--- src/rtl/bar_alloc_pkg.sv ---
package bar_alloc_pkg;

    localparam int NUM_SLOTS  = 7;
    localparam int SLOT_W     = 3;
    localparam logic [SLOT_W-1:0] ROM_SLOT = 3'd6;
    localparam logic [7:0] BAR0_OFFSET = 8'h10;
    localparam logic [7:0] ROM_OFFSET  = 8'h30;
    localparam logic [7:0] CMD_OFFSET  = 8'h04;
    localparam logic [31:0] CMD_IO_EN  = 32'h0000_0001;
    localparam logic [31:0] CMD_MEM_EN = 32'h0000_0002;

    typedef enum logic [2:0] {
        IDLE,
        FETCH,
        BAR_WR,
        CMD_RD,
        CMD_WR,
        STEP,
        FINISH
    } alloc_state_t;

    function automatic logic [7:0] slot_offset(input logic [SLOT_W-1:0] slot);
        if (slot == ROM_SLOT)
            return ROM_OFFSET;
        return BAR0_OFFSET + {3'b000, slot, 2'b00};
    endfunction

endpackage

--- src/rtl/bar_align_calc.sv ---
module bar_align_calc #(
    parameter int IO_AW  = 16,
    parameter int MEM_AW = 32
) (
    input  logic [32:0] ptr,
    input  logic [31:0] size,
    input  logic        io_space,
    output logic [31:0] base,
    output logic [32:0] next_ptr,
    output logic        is_zero,
    output logic        is_pow2,
    output logic        exhausted
);
    localparam logic [33:0] IO_LIMIT  = 34'd1 << IO_AW;
    localparam logic [33:0] MEM_LIMIT = 34'd1 << MEM_AW;

    logic [33:0] sz_w;
    logic [33:0] mask;
    logic [33:0] rounded;
    logic [33:0] end_addr;
    logic [33:0] limit;

    always_comb begin
        sz_w      = {2'b00, size};
        mask      = sz_w - 34'd1;
        rounded   = ({1'b0, ptr} + mask) & ~mask;
        end_addr  = rounded + sz_w;
        limit     = io_space ? IO_LIMIT : MEM_LIMIT;
        is_zero   = (size == 32'd0);
        is_pow2   = ((size & (size - 32'd1)) == 32'd0);
        exhausted = (end_addr > limit);
        base      = rounded[31:0];
        next_ptr  = end_addr[32:0];
    end
endmodule

--- src/rtl/bar_ptr_bank.sv ---
module bar_ptr_bank #(
    parameter logic [31:0] IO_START  = 32'h0000_C000,
    parameter logic [31:0] MEM_START = 32'hF000_0000
) (
    input  logic        clk,
    input  logic        rst_n,
    input  logic        reload,
    input  logic        commit,
    input  logic        io_space,
    input  logic [32:0] new_ptr,
    output logic [32:0] cur_ptr
);
    logic [32:0] io_ptr;
    logic [32:0] mem_ptr;

    always_ff @(posedge clk) begin
        if (!rst_n || reload) begin
            io_ptr  <= {1'b0, IO_START};
            mem_ptr <= {1'b0, MEM_START};
        end else if (commit) begin
            if (io_space)
                io_ptr <= new_ptr;
            else
                mem_ptr <= new_ptr;
        end
    end

    assign cur_ptr = io_space ? io_ptr : mem_ptr;
endmodule

--- src/rtl/bar_alloc_engine.sv ---
module bar_alloc_engine
    import bar_alloc_pkg::*;
#(
    parameter int          DEV_W     = 4,
    parameter int          IO_AW     = 16,
    parameter int          MEM_AW    = 32,
    parameter logic [31:0] IO_START  = 32'h0000_C000,
    parameter logic [31:0] MEM_START = 32'hF000_0000
) (
    input  logic                clk,
    input  logic                rst_n,
    input  logic                start,
    input  logic [DEV_W:0]      dev_count,
    output logic [DEV_W-1:0]    desc_dev,
    output logic [SLOT_W-1:0]   desc_idx,
    input  logic [31:0]         desc_size,
    input  logic                desc_io,
    output logic                cfg_req,
    output logic                cfg_we,
    output logic [DEV_W-1:0]    cfg_dev,
    output logic [7:0]          cfg_off,
    output logic [31:0]         cfg_wdata,
    input  logic                cfg_ack,
    input  logic [31:0]         cfg_rdata,
    output logic                done,
    output logic                err_size,
    output logic                overflow
);
    alloc_state_t state, state_nx;

    logic [DEV_W-1:0]  dev_q;
    logic [SLOT_W-1:0] slot_q;
    logic [DEV_W:0]    count_q;
    logic [31:0]       base_q;
    logic              kind_io_q;
    logic [31:0]       cmd_q;

    logic              use_io;
    logic [32:0]       cur_ptr;
    logic [32:0]       next_ptr;
    logic [31:0]       base_c;
    logic              sz_zero, sz_pow2, sz_exh;
    logic              place;
    logic              last_slot, last_dev;

    assign use_io    = desc_io && (slot_q != ROM_SLOT);
    assign last_slot = (slot_q == ROM_SLOT);
    assign last_dev  = (({1'b0, dev_q} + 1'b1) == count_q);
    assign place     = (state == FETCH) && !sz_zero && sz_pow2 && !sz_exh;

    bar_align_calc #(
        .IO_AW (IO_AW),
        .MEM_AW(MEM_AW)
    ) u_align (
        .ptr      (cur_ptr),
        .size     (desc_size),
        .io_space (use_io),
        .base     (base_c),
        .next_ptr (next_ptr),
        .is_zero  (sz_zero),
        .is_pow2  (sz_pow2),
        .exhausted(sz_exh)
    );

    bar_ptr_bank #(
        .IO_START (IO_START),
        .MEM_START(MEM_START)
    ) u_ptrs (
        .clk     (clk),
        .rst_n   (rst_n),
        .reload  ((state == IDLE) && start),
        .commit  (place),
        .io_space(use_io),
        .new_ptr (next_ptr),
        .cur_ptr (cur_ptr)
    );

    // next-state logic
    always_comb begin
        state_nx = state;
        unique case (state)
            IDLE: begin
                if (start)
                    state_nx = (dev_count == '0) ? FINISH : FETCH;
            end
            FETCH: begin
                if (sz_zero || !sz_pow2)
                    state_nx = STEP;
                else if (sz_exh)
                    state_nx = FINISH;
                else
                    state_nx = BAR_WR;
            end
            BAR_WR:  if (cfg_ack) state_nx = CMD_RD;
            CMD_RD:  if (cfg_ack) state_nx = CMD_WR;
            CMD_WR:  if (cfg_ack) state_nx = STEP;
            STEP: begin
                if (last_slot && last_dev)
                    state_nx = FINISH;
                else
                    state_nx = FETCH;
            end
            FINISH:  state_nx = IDLE;
            default: state_nx = IDLE;
        endcase
    end

    // state register and datapath registers
    always_ff @(posedge clk) begin
        if (!rst_n) begin
            state     <= IDLE;
            dev_q     <= '0;
            slot_q    <= '0;
            count_q   <= '0;
            base_q    <= '0;
            kind_io_q <= 1'b0;
            cmd_q     <= '0;
            err_size  <= 1'b0;
            overflow  <= 1'b0;
        end else begin
            state <= state_nx;
            unique case (state)
                IDLE: begin
                    if (start) begin
                        dev_q    <= '0;
                        slot_q   <= '0;
                        count_q  <= dev_count;
                        err_size <= 1'b0;
                        overflow <= 1'b0;
                    end
                end
                FETCH: begin
                    if (!sz_zero && !sz_pow2)
                        err_size <= 1'b1;
                    else if (!sz_zero && sz_exh)
                        overflow <= 1'b1;
                    if (place) begin
                        base_q    <= base_c;
                        kind_io_q <= use_io;
                    end
                end
                CMD_RD: begin
                    if (cfg_ack)
                        cmd_q <= cfg_rdata | (kind_io_q ? CMD_IO_EN : CMD_MEM_EN);
                end
                STEP: begin
                    if (last_slot) begin
                        slot_q <= '0;
                        if (!last_dev)
                            dev_q <= dev_q + 1'b1;
                    end else begin
                        slot_q <= slot_q + 1'b1;
                    end
                end
                default: ;
            endcase
        end
    end

    // output logic
    always_comb begin
        desc_dev  = dev_q;
        desc_idx  = slot_q;
        cfg_dev   = dev_q;
        cfg_req   = 1'b0;
        cfg_we    = 1'b0;
        cfg_off   = 8'h00;
        cfg_wdata = 32'h0;
        done      = 1'b0;
        unique case (state)
            BAR_WR: begin
                cfg_req   = 1'b1;
                cfg_we    = 1'b1;
                cfg_off   = slot_offset(slot_q);
                cfg_wdata = base_q;
            end
            CMD_RD: begin
                cfg_req = 1'b1;
                cfg_off = CMD_OFFSET;
            end
            CMD_WR: begin
                cfg_req   = 1'b1;
                cfg_we    = 1'b1;
                cfg_off   = CMD_OFFSET;
                cfg_wdata = cmd_q;
            end
            FINISH:  done = 1'b1;
            default: ;
        endcase
    end
endmodule

--- config.mk ---
export PLATFORM = sky130hd
export DESIGN_NAME = bar_alloc_engine
export DESIGN_NICKNAME = d
export VERILOG_FILES = /design/src/rtl/bar_alloc_pkg.sv /design/src/rtl/bar_align_calc.sv /design/src/rtl/bar_ptr_bank.sv /design/src/rtl/bar_alloc_engine.sv
export SDC_FILE = /design/constraint.sdc
export NUM_CORES = 1
export LEC_CHECK = 0
export BUFFER_PORTS_ARGS = -buffer_cell sky130_fd_sc_hd__buf_2
export CORE_MARGIN = 2
export CORE_UTILIZATION = 50
export DETAILED_ROUTE_END_ITERATION = 12
export HOLD_SLACK_MARGIN = 0.05
export PLACE_DENSITY = 0.69
export SKIP_CTS_REPAIR_TIMING = 1
export SYNTH_ARGS = -nofsm -noshare
export SYNTH_HDL_FRONTEND = slang
export SYNTH_SLANG_ARGS = --single-unit
export TNS_END_PERCENT = 50
--- constraint.sdc ---
create_clock -name clk -period 30.3 [get_ports clk]
set_input_delay 6.06 -clock clk [delete_from_list [all_inputs] [get_ports clk]]
set_output_delay 6.06 -clock clk [all_outputs]
set_load 0.01 [all_outputs]
**After elaboration in Yosys (flattened, before gate mapping)**

Cells that the tools add are included.
Widths: inputs -> output; s select.

- Word-level logic and storage cells: 110
- Bits in registers: 148

- $add $sub $neg: 8
- Multiplexer cells: 34
- Bitwise operators: 5
- Equal/unequal tests: 18
- Reductions and logical operators: 33
- Order comparisons: 1

Operators by type and width:

| operator | number |
|---|---|
| $mux 33 | 2 |
| $logic_not 32->1 | 2 |
| $pmux 32 s2 | 1 |
| $add 33x34->34 | 1 |
| $add 34x32->34 | 1 |
| $and 34x34->34 | 1 |
| $gt 34x34->1 | 1 |
| $not 34->34 | 1 |
| $sub 32x1->33 const B | 1 |
| $and 32x32->32 | 1 |
| $or 32x2->32 | 1 |
| $sub 32x1->32 const B | 1 |
| $mux 3 | 10 |
| $pmux 3 s6 | 1 |
| $mux 8 | 2 |
| $pmux 8 s2 | 1 |
| $ne 2x2->1 const B | 7 |
| $eq 3x3->1 const B | 4 |
| $mux 4 | 3 |
| $reduce_and 2->1 | 6 |
| $reduce_and 4->1 | 3 |
| $mux 1 | 9 |
| $logic_and 1x1->1 | 8 |
| $pmux 4 s2 | 1 |
| 21 further kinds | 30 |

**Depth between registers and ports, before layout**

- Depth after elaboration: 11
- Mapped depth: 38

**Hierarchy**

Synthesis repeated with hierarchy kept, for this count alone.

- Cells, all modules: 1611
- Area, all modules: 12140.4 sq um

By module, submodules not included:

| module | area each (sq um) | cells each | seq. area each (sq um) | instances |
|---|---|---|---|---|
| bar_align_calc | 5330.1 | 805 | 0.0 | 1 |
| bar_alloc_engine | 3947.5 | 477 | 1641.6 | 1 |
| bar_ptr_bank | 2862.7 | 329 | 1321.3 | 1 |

**Worst setup path after synthesis**

Ideal clock, no wire load.

- Path type: input to register
- From: in desc_size[2]
- To: reg u_ptrs.mem_ptr[10]
- Stages: 35
- Arrival: 13.711 ns
- Library setup time: 0.072 ns
- Path buffers: 3
- Slack: 16.517 ns
- Required time: 30.228 ns
- Cell sequence: buf_2 -> nor3_2 -> and2_1 -> and2_1 -> inv_1 -> or3_1 -> ha_1 -> inv_1 -> ha_1 -> clkbuf_1 -> nand2_1 -> o21ai_1 -> a21o_1 -> mux2_2 -> a31oi_1 -> o221ai_1 -> nor4_1 -> nand2_1 -> o21a_1 -> o2111ai_1 -> nand3_1 -> o2111a_1 -> a311oi_1 -> xnor2_1 -> ha_1 -> nand3b_1 -> a2111oi_0 -> nand4_1 -> nor3_1 -> nand4_1 -> a211oi_1 -> nand2_1 -> nor4_4 -> buf_6 -> mux2i_1

- Longest elaborated chain between the ends: 8

Ends and longest elaborated chain:

| element | line | text |
|---|---|---|
| start: declaration | bar_alloc_engine.sv:16 | `input logic [31:0] desc_size,` |
| $sub 32x1->33 | bar_align_calc.sv:25 | `mask = sz_w - 34'd1;` |
| $add 33x34->34 or $not 34->34 (tied branches) | bar_align_calc.sv:26 | `rounded = ({1'b0, ptr} + mask) & ~mask;` |
| $and 34x34->34 | bar_align_calc.sv:26 |  |
| $add 34x32->34 (*) | bar_align_calc.sv:27 | `end_addr = rounded + sz_w;` |
| net next_ptr[32] | bar_alloc_engine.sv:40 | `logic [32:0] next_ptr;` |
| $gt 34x34->1 (*) | bar_align_calc.sv:31 | `exhausted = (end_addr > limit);` |
| $logic_not 1->1 (*) | bar_alloc_engine.sv:49 | `assign place = (state == FETCH) && !sz_zero && sz_pow2 && !sz_exh;` |
| $logic_and 1x1->1 (*) | bar_alloc_engine.sv:49 |  |
| $reduce_and 2->1 (no line) (*) | - |  |
| end signal: assignment | bar_ptr_bank.sv:19 | `mem_ptr <= {1'b0, MEM_START};` |
| end signal: assignment | bar_ptr_bank.sv:24 | `mem_ptr <= new_ptr;` |
| end: declaration | bar_ptr_bank.sv:14 | `logic [32:0] mem_ptr;` |

The timed path passes the listed nets; every way through them passes the cells marked *.
A chain may end at the register's enable or synchronous reset.

**Worst setup path in the final report**

- From: in desc_size[0]
- To: reg u_ptrs.io_ptr[6]

- Longest elaborated chain between the ends: 8

Ends and longest elaborated chain:

| element | line | text |
|---|---|---|
| $sub 32x1->33 | bar_align_calc.sv:25 |  |
| $add 33x34->34 or $not 34->34 (tied branches) | bar_align_calc.sv:26 |  |
| $and 34x34->34 | bar_align_calc.sv:26 |  |
| $add 34x32->34 (*) | bar_align_calc.sv:27 |  |
| net next_ptr[32] | bar_alloc_engine.sv:40 |  |
| $gt 34x34->1 (*) | bar_align_calc.sv:31 |  |
| $logic_not 1->1 (*) | bar_alloc_engine.sv:49 |  |
| $logic_and 1x1->1 (*) | bar_alloc_engine.sv:49 |  |
| $reduce_and 2->1 (no line) (*) | - |  |
| end signal: assignment | bar_ptr_bank.sv:18 | `io_ptr <= {1'b0, IO_START};` |
| end signal: assignment | bar_ptr_bank.sv:22 | `io_ptr <= new_ptr;` |
| end: declaration | bar_ptr_bank.sv:13 | `logic [32:0] io_ptr;` |

Marked as above.

==> metrics.txt <==
status finished clean; power consumption between 0.0005 and 0.0006 W; data required time at the worst endpoint slightly above 30 ns; Max VDD drop between 0.03 and 0.04 mV; footprint of the multi-input gates 0.009410 mm2; reg2reg start desc_idx[2]; setup violators final 0; CTS clk-pin slew, worst paths around 0.070 ns; DRT Pass-1 Iters 5; Num CTS Buffers 17; Mapped Area around 0.013 mm2; register area share after synthesis 22.76%; pwr dens roughly 38 mW/mm2; most common flop cell mapped by yosys dfxtp_1; Worst Hold Class flip-flop to flip-flop; fill cell count about 2400; clock latency at the later pin of the worst-skew pair approximately 0.43 ns; Max Cap Viol 0; synth warn 0; worst reg-to-reg setup slack between 20 and 25 ns; starting density of the core 50.38%; Leak approximately 6 nW; Async SR Flop Fraction 0%; Vias 13363; Post-Syn Instances between 1500 and 2000; Row Count just under 60; Worst R2R End u_ptrs.io_ptr[6]; top-area cell type share of the netlist area between 20% and 30%; first-pass GRT wire length around 65 mm; Distinct cells, synth roughly 110; Setup TNS 0 ns; HPWL after detailed placement 32.60 mm; final period utilization 50.58%; Setup crit start kind primary input; Setup Skew 0.01258 ns; Largest stage delay, worst path approximately 0.55 ns; crit path DAT roughly 16 ns; Die H 165.4 um; cell taking the most area after synthesis dfxtp_1; GRT overflow 0; chip width roughly 170 um; CP Max Fanout 19; layout cells sized above 1 between 10% and 20%; synth top area cells dfxtp_1, nand2_1, mux2i_1; met3 wire len approximately 3.4 mm; vias in the first global route approximately 12000; # IOs between 100 and 150; Routed Antenna Nets 0; CTS tree built; max frequency 0.06525 GHz; crit path launch desc_size[0]; Metal-1 WL between 15 and 20 mm; DR vias/cell approximately 6.2; met2 wire length around 18 mm; Worst Max-Slew Pin Slew a little under 0.9 ns; Layout area overhead 10.10%; total track usage 30.42%; GPL Wtd Cong 0.9519; Final Hold Vio Count 0; crit end category flip-flop; PortBufs approximately 130; reg2reg path depth 32; area of the core ~0.026 mm2; clock sink total about 150; top-count cell post-synth nand2_1; Most Frequent Cell on Critical Path ha_1; Post-synth top cells nand2_1, dfxtp_1, mux2i_1; RSZ-0062 raised after global routing false; Highest Signal Layer met5; slowest stage cell, crit path a211oi_1; Slew Limit Fails 0; #FFs+latches synth ~150; largest net degree at the start of global routing a little under 90; average size of a mapped cell around 7.5 um2; CTS max path bufs 2; Worst Path Class, Setup primary input to flip-flop; die area ~0.027 mm2; Root Buffer clkbuf_16; initial drt markers 1480; initial antenna violation count 5; worst setup path end u_ptrs.io_ptr[6]; DR WL/cell just under 20 um; H-tree levels 4; DRC Markers 0; final wirelength roughly 42 mm; hold slack around 0.46 ns; max_slew headroom 41.40%; nets@finish just under 2000; crit path time final 15.32 ns; EDFF count, synth 0; register area 0.002963 mm2
## worst min-delay path by stage
stage	startpoint	end	slack, ns	cells past startpoint
floorplan	base_q[0]	base_q[0]	0.43	2
global placement	u_ptrs.mem_ptr[17]	u_ptrs.mem_ptr[17]	0.44	2
detailed placement	u_ptrs.mem_ptr[27]	u_ptrs.mem_ptr[27]	0.45	2
CTS	cmd_q[10]	cmd_q[10]	0.46	2
global route	u_ptrs.mem_ptr[21]	u_ptrs.mem_ptr[21]	0.47	2
finish	cmd_q[11]	cmd_q[11]	0.46	2
## layout make-up
| cell class | instances | share of cell area (%) |
|---|---|---|
| Inverter | 62 | 1.624 |
| Sequential cell | 148 | 20.67 |
| Clock buffer | 18 | 3.064 |
| Antenna cell | 2 | 0.03492 |
| Timing Repair Buffer | 139 | 5.098 |
| Clock inverter | 14 | 0.9254 |
| Tap cell | 335 | 2.924 |
| Multi-Input combinational cell | 1429 | 65.66 |
## critical path, delay by kind of cell
kind,cells,cell delay (ns)
buffers and inverters,5,0.92
xor gates and xnor gates,2,0.48
and+or+nand+nor,12,2.93
AOI/OAI and AO/OA,11,3.52
adders and majority gates,4,1.35
muxes,2,0.32
## registers in the layout, indices dropped and copies added, names as in the netlist
signal and cells:
err_size 1, cmd_q 32, kind_io_q 1, state 3, desc_idx 3, count_q 5
base_q 32, overflow 1, u_ptrs.mem_ptr 33, cfg_dev 4, u_ptrs.io_ptr 33
## cells in the final DEF (no fill, tap or decap), drive strengths merged, types with 15 or more instances in the layout
master,synthesis,routed
mux2i,124,124
and2,26,26
a21oi,107,107
dfxtp,148,148
o21ai,55,55
inv,61,69
nand2,363,363
buf,30,139
ha,69,69
nand3,58,58
nand4,30,30
a31oi,16,16
nor4,28,28
a211oi,19,19
nor2,92,92
a21o,23,23
xor2,15,15
clkbuf,63,18
o211ai,17,17
xnor2,34,34
or2,19,19
nor3,47,47
or3,30,30
a22o,35,35
## metal layers
layer / track usage [%] / vias up
li1: - / 6426
met3: 5.045 / 76
met1: 42.11 / 6307
met5: 0 / -
met2: 47.99 / 550
met4: 10.34 / 4
## cells by family after synthesis
| kind of cell | share of synthesized area [%] |
|---|---|
| AND/OR/NAND/NOR | 29.90 |
| AO/OA/AOI/OAI | 21.87 |
| buffers and inverters | 5.190 |
| flip-flops | 22.76 |
| multiplexers | 10.02 |
| adder cells (fa/ha/maj) | 6.786 |
| XOR/XNOR | 3.441 |
| other | 0.02881 |
## where the power goes
part	switching, W	internal [W]	total, W	leakage [nW]
clock	0.0000954	0.000111	0.000206	0.276
combinational	0.0000919	0.0000483	0.000140	4.48
sequential	0.00000200	0.000196	0.000198	1.19
total	0.000189	0.000354	0.000544	5.95
## metrics by stage
| stage | utilization [%] | setup slack (ns) | area, um2 | std cells |
|---|---|---|---|---|
| final | 55.47 | 14.98 | 14330 | 2147 |
| after global routing | 55.45 | 14.27 | 14330 | 2145 |
| after CTS | 55.45 | 15.10 | 14330 | 2145 |
| after detailed placement | 53.24 | 14.72 | 13760 | 2113 |
| after global placement | 53.24 | 14.81 | 13760 | 2113 |
| after floorplan | - | 16.52 | 13030 | 1732 |
(Power assumes the default switching activity.)
